[src/rtl/bcs_pkg.sv]
`timescale 1ns/1ps
package bcs_pkg;
  localparam int unsigned BL_SHORT = 4;
  localparam int unsigned BL_LONG  = 8;
  localparam int unsigned IDX_W    = $clog2(BL_LONG);

  typedef enum logic {
    ORD_SEQ = 1'b0,
    ORD_ILV = 1'b1
  } order_e;

  typedef struct packed {
    logic   long_burst;
    order_e order;
  } burst_cfg_t;
endpackage

[src/rtl/bcs_rst_sync.sv]
`timescale 1ns/1ps
module bcs_rst_sync #(
  parameter int unsigned STAGES = 2
) (
  input  logic clk,
  input  logic rst_n,
  output logic rst_sync_n
);
  logic [STAGES-1:0] chain_q;

  always_ff @(posedge clk or negedge rst_n) begin
    if (!rst_n) chain_q <= '0;
    else        chain_q <= {chain_q[STAGES-2:0], 1'b1};
  end

  assign rst_sync_n = chain_q[STAGES-1];
endmodule

[src/rtl/bcs_ctrl.sv]
`timescale 1ns/1ps
module bcs_ctrl
  import bcs_pkg::*;
#(
  parameter int unsigned COL_W = 10
) (
  input  logic             clk,
  input  logic             rst_n,
  input  logic             start_i,
  input  logic [COL_W-1:0] col_i,
  input  burst_cfg_t       cfg_i,
  output logic             active_o,
  output logic [IDX_W-1:0] idx_o,
  output burst_cfg_t       cfg_o,
  output logic [COL_W-1:0] base_o,
  output logic             last_o,
  output logic             err_o
);
  localparam logic [IDX_W-1:0] IDX_END_S = IDX_W'(BL_SHORT - 1);
  localparam logic [IDX_W-1:0] IDX_END_L = IDX_W'(BL_LONG - 1);

  logic             active_q, active_d;
  logic [IDX_W-1:0] idx_q, idx_d;
  burst_cfg_t       cfg_q;
  logic [COL_W-1:0] base_q;
  logic             err_q, err_d;
  logic             load;
  logic             final_beat;

  assign load       = start_i && !active_q;
  assign final_beat = active_q &&
                      (idx_q == (cfg_q.long_burst ? IDX_END_L : IDX_END_S));

  always_comb begin
    active_d = active_q;
    idx_d    = idx_q;
    err_d    = start_i && active_q;
    if (load) begin
      active_d = 1'b1;
      idx_d    = '0;
    end else if (active_q) begin
      if (final_beat) begin
        active_d = 1'b0;
        idx_d    = '0;
      end else begin
        idx_d = idx_q + IDX_W'(1);
      end
    end
  end

  always_ff @(posedge clk or negedge rst_n) begin
    if (!rst_n) begin
      active_q <= 1'b0;
      idx_q    <= '0;
      err_q    <= 1'b0;
    end else begin
      active_q <= active_d;
      idx_q    <= idx_d;
      err_q    <= err_d;
    end
  end

  always_ff @(posedge clk or negedge rst_n) begin
    if (!rst_n) begin
      cfg_q  <= '{long_burst: 1'b0, order: ORD_SEQ};
      base_q <= '0;
    end else if (load) begin
      cfg_q  <= cfg_i;
      base_q <= col_i;
    end
  end

  assign active_o = active_q;
  assign idx_o    = idx_q;
  assign cfg_o    = cfg_q;
  assign base_o   = base_q;
  assign last_o   = final_beat;
  assign err_o    = err_q;

  AST_SHORT_RANGE: assert property (@(posedge clk) disable iff (!rst_n)
    active_q && !cfg_q.long_burst |-> idx_q <= IDX_END_S);
  AST_LAST_IDLE: assert property (@(posedge clk) disable iff (!rst_n)
    final_beat |=> !active_q || $past(start_i));
  AST_ERR_ON_BUSY: assert property (@(posedge clk) disable iff (!rst_n)
    start_i && active_q |=> err_q);
  AST_ERR_CAUSE: assert property (@(posedge clk) disable iff (!rst_n)
    err_q |-> $past(start_i) && $past(active_q));
  AST_BASE_HOLD: assert property (@(posedge clk) disable iff (!rst_n)
    active_q && $past(active_q) |-> $stable(base_q) && $stable(cfg_q));
endmodule

[src/rtl/bcs_addr_gen.sv]
`timescale 1ns/1ps
module bcs_addr_gen
  import bcs_pkg::*;
#(
  parameter int unsigned COL_W = 10
) (
  input  logic [COL_W-1:0] base_i,
  input  logic [IDX_W-1:0] idx_i,
  input  burst_cfg_t       cfg_i,
  output logic [COL_W-1:0] col_o
);
  localparam int unsigned SUB_W = $clog2(BL_SHORT);

  logic [SUB_W-1:0] sub_seq;
  logic [SUB_W-1:0] sub_ilv;
  logic [SUB_W-1:0] sub_sel;
  logic             group_bit;

  assign sub_seq   = base_i[SUB_W-1:0] + idx_i[SUB_W-1:0];
  assign sub_ilv   = base_i[SUB_W-1:0] ^ idx_i[SUB_W-1:0];
  assign sub_sel   = (cfg_i.order == ORD_ILV) ? sub_ilv : sub_seq;
  // both orderings flip the group bit on the second half of a long burst
  assign group_bit = cfg_i.long_burst ? (base_i[SUB_W] ^ idx_i[SUB_W])
                                      : base_i[SUB_W];

  generate
    if (COL_W > SUB_W + 1) begin : g_upper
      assign col_o = {base_i[COL_W-1:SUB_W+1], group_bit, sub_sel};
    end else begin : g_narrow
      assign col_o = {group_bit, sub_sel};
    end
  endgenerate
endmodule

[src/rtl/burst_col_seq.sv]
`timescale 1ns/1ps
module burst_col_seq
  import bcs_pkg::*;
#(
  parameter int unsigned COL_W = 10
) (
  input  logic             clk,
  input  logic             rst_n,
  input  logic             start_i,
  input  logic [COL_W-1:0] col_i,
  input  logic             long_i,
  input  logic             ilv_i,
  output logic [COL_W-1:0] col_o,
  output logic             valid_o,
  output logic             last_o,
  output logic             err_o
);
  logic             rst_sync_n;
  logic             active;
  logic [IDX_W-1:0] idx;
  burst_cfg_t       cfg_in, cfg_run;
  logic [COL_W-1:0] base;

  assign cfg_in = '{long_burst: long_i, order: order_e'(ilv_i)};

  bcs_rst_sync #(.STAGES(2)) i_rst_sync (
    .clk(clk), .rst_n(rst_n), .rst_sync_n(rst_sync_n)
  );

  bcs_ctrl #(.COL_W(COL_W)) i_ctrl (
    .clk(clk), .rst_n(rst_sync_n), .start_i(start_i), .col_i(col_i),
    .cfg_i(cfg_in), .active_o(active), .idx_o(idx), .cfg_o(cfg_run),
    .base_o(base), .last_o(last_o), .err_o(err_o)
  );

  bcs_addr_gen #(.COL_W(COL_W)) i_addr_gen (
    .base_i(base), .idx_i(idx), .cfg_i(cfg_run), .col_o(col_o)
  );

  assign valid_o = active;

  AST_LAST_VALID: assert property (@(posedge clk) disable iff (!rst_sync_n)
    last_o |-> valid_o);
  AST_NO_GAP: assert property (@(posedge clk) disable iff (!rst_sync_n)
    valid_o && !last_o |=> valid_o);
  AST_UPPER_STABLE: assert property (@(posedge clk) disable iff (!rst_sync_n)
    valid_o && $past(valid_o) && !$past(last_o) |-> $stable(col_o[COL_W-1:3]));
endmodule

[config.mk]
export PLATFORM = sky130hd
export DESIGN_NAME = burst_col_seq
export DESIGN_NICKNAME = d
export VERILOG_FILES = /design/src/rtl/bcs_pkg.sv /design/src/rtl/bcs_rst_sync.sv /design/src/rtl/bcs_ctrl.sv /design/src/rtl/bcs_addr_gen.sv /design/src/rtl/burst_col_seq.sv
export SDC_FILE = /design/constraint.sdc
export NUM_CORES = 1
export LEC_CHECK = 0
export BUFFER_PORTS_ARGS = -buffer_cell sky130_fd_sc_hd__buf_2
export CAP_MARGIN = 20
export CELL_PAD_IN_SITES_DETAIL_PLACEMENT = 1
export CELL_PAD_IN_SITES_GLOBAL_PLACEMENT = 1
export CORE_MARGIN = 1.5
export CORE_UTILIZATION = 35
export DETAILED_ROUTE_END_ITERATION = 10
export GPL_TIMING_DRIVEN = 0
export PLACE_DENSITY = 0.74
export SYNTH_ARGS = -nofsm -noshare
export SYNTH_HDL_FRONTEND = slang
export SYNTH_HIERARCHICAL = 1
export SYNTH_SLANG_ARGS = --single-unit
[constraint.sdc]
create_clock -name clk -period 1 [get_ports clk]
set_clock_uncertainty 0.05 [all_clocks]
set_input_delay 0.15 -clock clk [delete_from_list [all_inputs] [get_ports clk]]
set_output_delay 0.15 -clock clk [all_outputs]
set_load 0.05 [all_outputs]
# Yosys cells after proc, flatten, opt, wreduce, memory -nomap -nowiden
# Index checks and enable logic that the tools add are counted.
[word_totals] reg_bits=19 latch_bits=0 ramBits=0 rom_bits=0 wordCells=26 memories=0
[classes] addsub=2 n_mul=0 div=0 order_cmp=0 eq_ne=1 shifts=0 n_mux=9 bitwise=2 reduce_logical=5
[op_table] op="$mux W3" count=4
[op_table] op="$mux W1" count=4
[op_table] op="$add A3 B1 Y3 const B" count=1
[op_table] op="$eq A3 B3 Y1" count=1
[op_table] op="$logic_and A1 B1 Y1" count=3
[op_table] op="$add A2 B2 Y2" count=1
[op_table] op="$mux W2" count=1
[op_table] op="$reduce_bool A2 Y1" count=1
[op_table] op="$xor A2 B2 Y2" count=1
[op_table] op="$logic_not A1 Y1" count=1
[op_table] op="$xor A1 B1 Y1" count=1

# Depth between registers and ports, before layout
[depth] word_depth=6 depth_mapped=4

# Hierarchy
# The synthesis kept the hierarchy.
[modules_own_cells] module="bcs_ctrl" instances=1 cells_each=46 area_per_inst_um2=740.7
[modules_own_cells] module="bcs_addr_gen" instances=1 cells_each=14 area_per_inst_um2=108.9
[modules_own_cells] module="bcs_rst_sync" instances=1 cells_each=3 area_per_inst_um2=53.8

# Worst setup path before layout
# OpenSTA, ideal clock, no wires.
[synth_timing] path_type="register to output" start="register i_ctrl.idx_q[0] (netlist: i_ctrl/idx_o[0])" end="output col_o[1]" t_arrival_ns=1.519 required_time_ns=0.800 setup_slack_ns=-0.719 stages_incl_launch_ff=4 path_buffers=0 cell_sequence="dfrtp_1 -> ha_1 -> nor2b_1 -> xnor2_1"
[synth_between] elab_chain_len=2
[synth_lines] element="from (decl)" line="bcs_ctrl.sv:23" text="logic [IDX_W-1:0] idx_q, idx_d;"
[synth_lines] element="from (signal assigned)" line="bcs_ctrl.sv:58" text="idx_q <= idx_d;"
[synth_lines] element="$add A2 B2 Y2" line="bcs_addr_gen.sv:19" text="assign sub_seq = base_i[SUB_W-1:0] + idx_i[SUB_W-1:0];"
[synth_lines] element="$mux W2" line="bcs_addr_gen.sv:21" text="assign sub_sel = (cfg_i.order == ORD_ILV) ? sub_ilv : sub_seq;"
[synth_lines] element="to (decl)" line="burst_col_seq.sv:13" text="output logic [COL_W-1:0] col_o,"
# Every way passes these cells.

# Worst setup path in the final report
# Same ends and word-level chain as after synthesis.

==> report_table.html <==
<table>
<tr><th>Metric</th><th>Value</th></tr>
<tr><th colspan="2">Yosys</th></tr>
<tr><td>Synthesized Nets</td><td>80</td></tr>
<tr><td>Leading area contributor after synthesis</td><td>sky130_fd_sc_hd__dfrtp_1</td></tr>
<tr><td>Post-synth top cells</td><td>19 x sky130_fd_sc_hd__dfrtp_1, 10 x sky130_fd_sc_hd__mux2_4, 8 x sky130_fd_sc_hd__buf_4</td></tr>
<tr><td>Top post-synthesis cells by area</td><td>sky130_fd_sc_hd__dfrtp_1 53%, sky130_fd_sc_hd__mux2_4 17%, sky130_fd_sc_hd__buf_4 6.6%</td></tr>
<tr><td>Number of distinct standard cells referenced by the synthesized netlist</td><td>21</td></tr>
<tr><td>Sequential area share after synthesis</td><td>between 50% and 60%</td></tr>
<tr><td>Synthesized netlist cell count</td><td>63</td></tr>
<tr><td>Flops &amp; latches, synth</td><td>19</td></tr>
<tr><td>Most common cell in the netlist</td><td>sky130_fd_sc_hd__dfrtp_1</td></tr>
<tr><td>Yosys warns</td><td>6</td></tr>
<tr><td>Mean instance size in the synthesized netlist</td><td>14.3 um2</td></tr>
<tr><td>Cell area after synthesis</td><td>903 um2</td></tr>
<tr><td>Portion of synthesized cell area occupied by the leading cell type</td><td>52.6%</td></tr>
<tr><td>Dominant synthesized flop cell</td><td>sky130_fd_sc_hd__dfrtp_1</td></tr>
<tr><td>Ys async rst share</td><td>100%</td></tr>
<tr><td>Post-synth EDFFs</td><td>0</td></tr>
<tr><th colspan="2">Clock network</th></tr>
<tr><td>Htree depth</td><td>1</td></tr>
<tr><td>Number of buffers created by CTS</td><td>3</td></tr>
<tr><td>Deepest clock path buffer count</td><td>2</td></tr>
<tr><td>TritonCTS clock tree</td><td>done</td></tr>
<tr><td>Clk sinks</td><td>19</td></tr>
<tr><td>Clock latency reported for the late side of the worst-skew pair</td><td>0.29 ns</td></tr>
<tr><td>Clock root cell</td><td>sky130_fd_sc_hd__clkbuf_4</td></tr>
<tr><td>Clock slew seen by the registers of the worst setup and hold paths</td><td>0.10 ns</td></tr>
<tr><th colspan="2">Power and ir drop</th></tr>
<tr><td>Worst IR Drop VDD</td><td>0.00267 V</td></tr>
<tr><td>Pwr dens</td><td>4010 mW/mm2</td></tr>
<tr><td>Leakage power</td><td>between 0.6 and 0.7 nW</td></tr>
<tr><th colspan="2">STA</th></tr>
<tr><td>Hold Worst Slack</td><td>0.0346 ns</td></tr>
<tr><td>Max-slew violations</td><td>0</td></tr>
<tr><td>Number of endpoints failing setup at the final stage</td><td>30</td></tr>
<tr><td>Tcrit/Tclk final</td><td>153%</td></tr>
<tr><td>Worst Tran Pin Value</td><td>between 0.7 and 0.8 ns</td></tr>
<tr><td>RSZ-0062 raised after global routing</td><td>true</td></tr>
<tr><td>Max_slew headroom</td><td>52.7%</td></tr>
<tr><td>Shortest clock period the worst path allows after layout</td><td>approximately 1.5 ns</td></tr>
<tr><td>Final Hold Vio Count</td><td>0</td></tr>
<tr><td>Fmax</td><td>654 MHz</td></tr>
<tr><td>Crit path setup slack, layout</td><td>-0.530 ns</td></tr>
<tr><th colspan="2">Worst setup path</th></tr>
<tr><td>Category of the worst setup path launch point</td><td>flop</td></tr>
<tr><td>Required time worst endpoint</td><td>around 0.80 ns</td></tr>
<tr><td>Crit path max fanout</td><td>3</td></tr>
<tr><td>Register-to-register setup slack</td><td>-0.38 ns</td></tr>
<tr><td>Reg2reg path depth</td><td>5</td></tr>
<tr><td>RR Startpoint</td><td>i_ctrl/active_o</td></tr>
<tr><td>Class of the most critical setup path</td><td>reg -&gt; out</td></tr>
<tr><td>Endpoint of the worst register-to-register path</td><td>i_ctrl/base_o[7]</td></tr>
<tr><td>Arrival time of data at the critical path endpoint</td><td>roughly 1.3 ns</td></tr>
<tr><td>Crit. End Element</td><td>output port</td></tr>
<tr><th colspan="2">Layout</th></tr>
<tr><td>Final std cells w/o fill</td><td>137</td></tr>
<tr><td>Fraction of layout cells with a size suffix above 1</td><td>between 70 and 80%</td></tr>
<tr><td>Area delta synth-&gt;final</td><td>60.2%</td></tr>
<tr><td>Number of nets at the end of the flow</td><td>125</td></tr>
<tr><td>Diodes inserted</td><td>0</td></tr>
<tr><td>Number of filler instances in the final layout</td><td>246</td></tr>
<tr><th colspan="2">Floorplan</th></tr>
<tr><td>Number of top-level pins</td><td>28</td></tr>
<tr><td>Die width</td><td>53.8 um</td></tr>
<tr><td>Die Area</td><td>0.00289 mm2</td></tr>
<tr><td>Vertical die dimension</td><td>53.8 um</td></tr>
<tr><td>Number of standard-cell rows in the floorplan</td><td>18</td></tr>
<tr><td>Initial core utilization</td><td>36.8%</td></tr>
<tr><td>Core area</td><td>0.00245 mm2</td></tr>
<tr><th colspan="2">Placed design</th></tr>
<tr><td>Final RePlAce weighted congestion</td><td>0.725</td></tr>
<tr><td>Number of cells in the design after placement</td><td>120</td></tr>
<tr><td>Detailed Place HPWL</td><td>roughly 1200 um</td></tr>
<tr><td>Port buffer count</td><td>27</td></tr>
<tr><th colspan="2">GRT</th></tr>
<tr><td>Maximum number of pins on one net before global-route repair</td><td>18</td></tr>
<tr><td>First-pass GRT wire length</td><td>3260 um</td></tr>
<tr><td>Final global-route overflow total</td><td>0</td></tr>
<tr><td>Number of antenna violations at the first check in global routing</td><td>0</td></tr>
<tr><td>Overall track demand over capacity in global routing</td><td>16.7%</td></tr>
<tr><td>Number of global-route vias before repair</td><td>679</td></tr>
<tr><th colspan="2">Detailed routing</th></tr>
<tr><td>WL per Instance</td><td>14.2 um</td></tr>
<tr><td>Number of DRC violations after detailed routing</td><td>0</td></tr>
<tr><td>Remaining number of nets flagged by the antenna check after routing</td><td>0</td></tr>
<tr><td>First DRT Iteration DRCs</td><td>9</td></tr>
<tr><td>Number of optimization iterations in the first detailed-route pass</td><td>2</td></tr>
<tr><td>Final wirelength</td><td>1950 um</td></tr>
<tr><td>Via count of the routed design</td><td>631</td></tr>
<tr><td>Via density per instance</td><td>4.61</td></tr>
<tr><th colspan="2">Worst hold path</th></tr>
<tr><td>Origin of the worst min-delay path</td><td>col_i[6]</td></tr>
<tr><td>Hold path endpoint</td><td>i_ctrl/base_o[6]</td></tr>
<tr><td>Min-delay worst type</td><td>in -&gt; reg</td></tr>
<tr><td>WHS Path Cells</td><td>2</td></tr>
<tr><th colspan="2">Outcome</th></tr>
<tr><td>Run status</td><td>finished, violations left</td></tr>
<tr><td>Violated checks</td><td>setup timing</td></tr>
<tr><th colspan="2">Run</th></tr>
<tr><td>Count of max-cap constraint violations</td><td>0</td></tr>
</table>
==> cell families (layout without fill, tap and decap cells) <==
group | Yosys count | after routing | synth area share, %
buffers and inverters | 11 | 55 | 10.5
multiplexers | 12 | 12 | 19.1
adder cells (fa/ha/maj) | 2 | 2 | 2.77
flip-flops | 19 | 19 | 52.6
XOR/XNOR | 4 | 4 | 3.88
other | 1 | 1 | 0.415
AND/OR/NAND/NOR | 10 | 10 | 7.20
AO/OA/AOI/OAI | 4 | 4 | 3.46
==> state kept, by name, indices dropped and copies added, names as in the netlist <==
| register | flops |
|---|---|
| i_ctrl/active_o | 1 |
| i_ctrl/idx_o | 3 |
| i_ctrl/base_o | 10 |
| i_ctrl/cfg_o | 2 |
| i_rst_sync/chain_q | 2 |
| i_ctrl/err_o | 1 |
==> final cells by class <==
type / instances / area, um2 / share of cell area [%]
sequential: 19 / 478 / 33.0
tap: 30 / 37.5 / 2.59
multi-input combinational: 33 / 414 / 28.6
buffer: 4 / 50.0 / 3.46
timing repair buffer: 46 / 438 / 30.3
clock buffer: 4 / 26.3 / 1.82
inverter: 1 / 3.75 / 0.259
==> power breakdown <==
part           switching [mW]  internal, mW
Sequential              0.332          1.11
Clock                   0.216         0.155
Combinational            1.86          2.13
Total                    2.41          3.39
==> critical path: stages, from the launching register on <==
cell and delay [ns]:
sky130_fd_sc_hd__dfrtp_2 0.45, sky130_fd_sc_hd__ha_4 0.17, sky130_fd_sc_hd__nor2b_4 0.13, sky130_fd_sc_hd__xnor2_4 0.12, sky130_fd_sc_hd__buf_6 0.17
==> routing by layer <==
metal	vias up	GRT usage (%)	wire length, um
met2	19	29.9	1050
li1	290	-	-
met4	0	5.13	13
met3	2	5.00	79
met1	320	18.8	810
met5	-	0	0
==> metrics by stage <==
stage               power, mW  setup WS [ns]  area [um2]  TNS (ns)  util, %
floorplan                3.81         -0.410         936     -5.80        -
finish                   5.80         -0.530        1450     -7.17     59.0
detailed placement       4.21         -0.503        1110     -5.17     45.2
global placement         4.14         -0.482        1110     -4.78     45.2
global route             6.09         -0.589        1450     -8.25     59.0
CTS                      5.73         -0.538        1430     -6.93     58.1
==> how the worst max path moves through the flow <==
stage               startpoint          endpoint  cells past startpoint
2_1_floorplan  i_ctrl/active_o  i_ctrl/base_o[0]                      4
3_3_place_gp   i_ctrl/idx_o[0]          col_o[1]                      4
3_5_place_dp   i_ctrl/idx_o[0]          col_o[1]                      4
4_1_cts        i_ctrl/idx_o[0]          col_o[1]                      4
5_1_grt        i_ctrl/idx_o[0]          col_o[1]                      4
6_report       i_ctrl/idx_o[0]          col_o[1]                      4
==> timing repair <==
item | 4_1_cts | 5_1_grt
endpoints found under the setup margin | 29 | 30
hold buffers | 1 | 0
pin swaps | 2 | 4
resized for setup | 54 | 5
buffers inserted | 15 | 5
cloned | 1 | 0
hold endpoints to repair | 2 | 0
==> placed cells by master, fill, tap and decap left out, types with 2 or more instances in the layout <==
| cell | n |
|---|---|
| sky130_fd_sc_hd__buf_12 | 2 |
| sky130_fd_sc_hd__buf_2 | 14 |
| sky130_fd_sc_hd__buf_4 | 12 |
| sky130_fd_sc_hd__buf_6 | 10 |
| sky130_fd_sc_hd__buf_8 | 11 |
| sky130_fd_sc_hd__clkbuf_4 | 3 |
| sky130_fd_sc_hd__dfrtp_1 | 17 |
| sky130_fd_sc_hd__dfrtp_2 | 2 |
| sky130_fd_sc_hd__mux2_4 | 12 |
| sky130_fd_sc_hd__nand2_1 | 2 |
| sky130_fd_sc_hd__nor2_4 | 2 |
| sky130_fd_sc_hd__nor2b_4 | 2 |
| sky130_fd_sc_hd__xnor2_1 | 2 |
No activity file was read; power rests on OpenSTA's default activity.
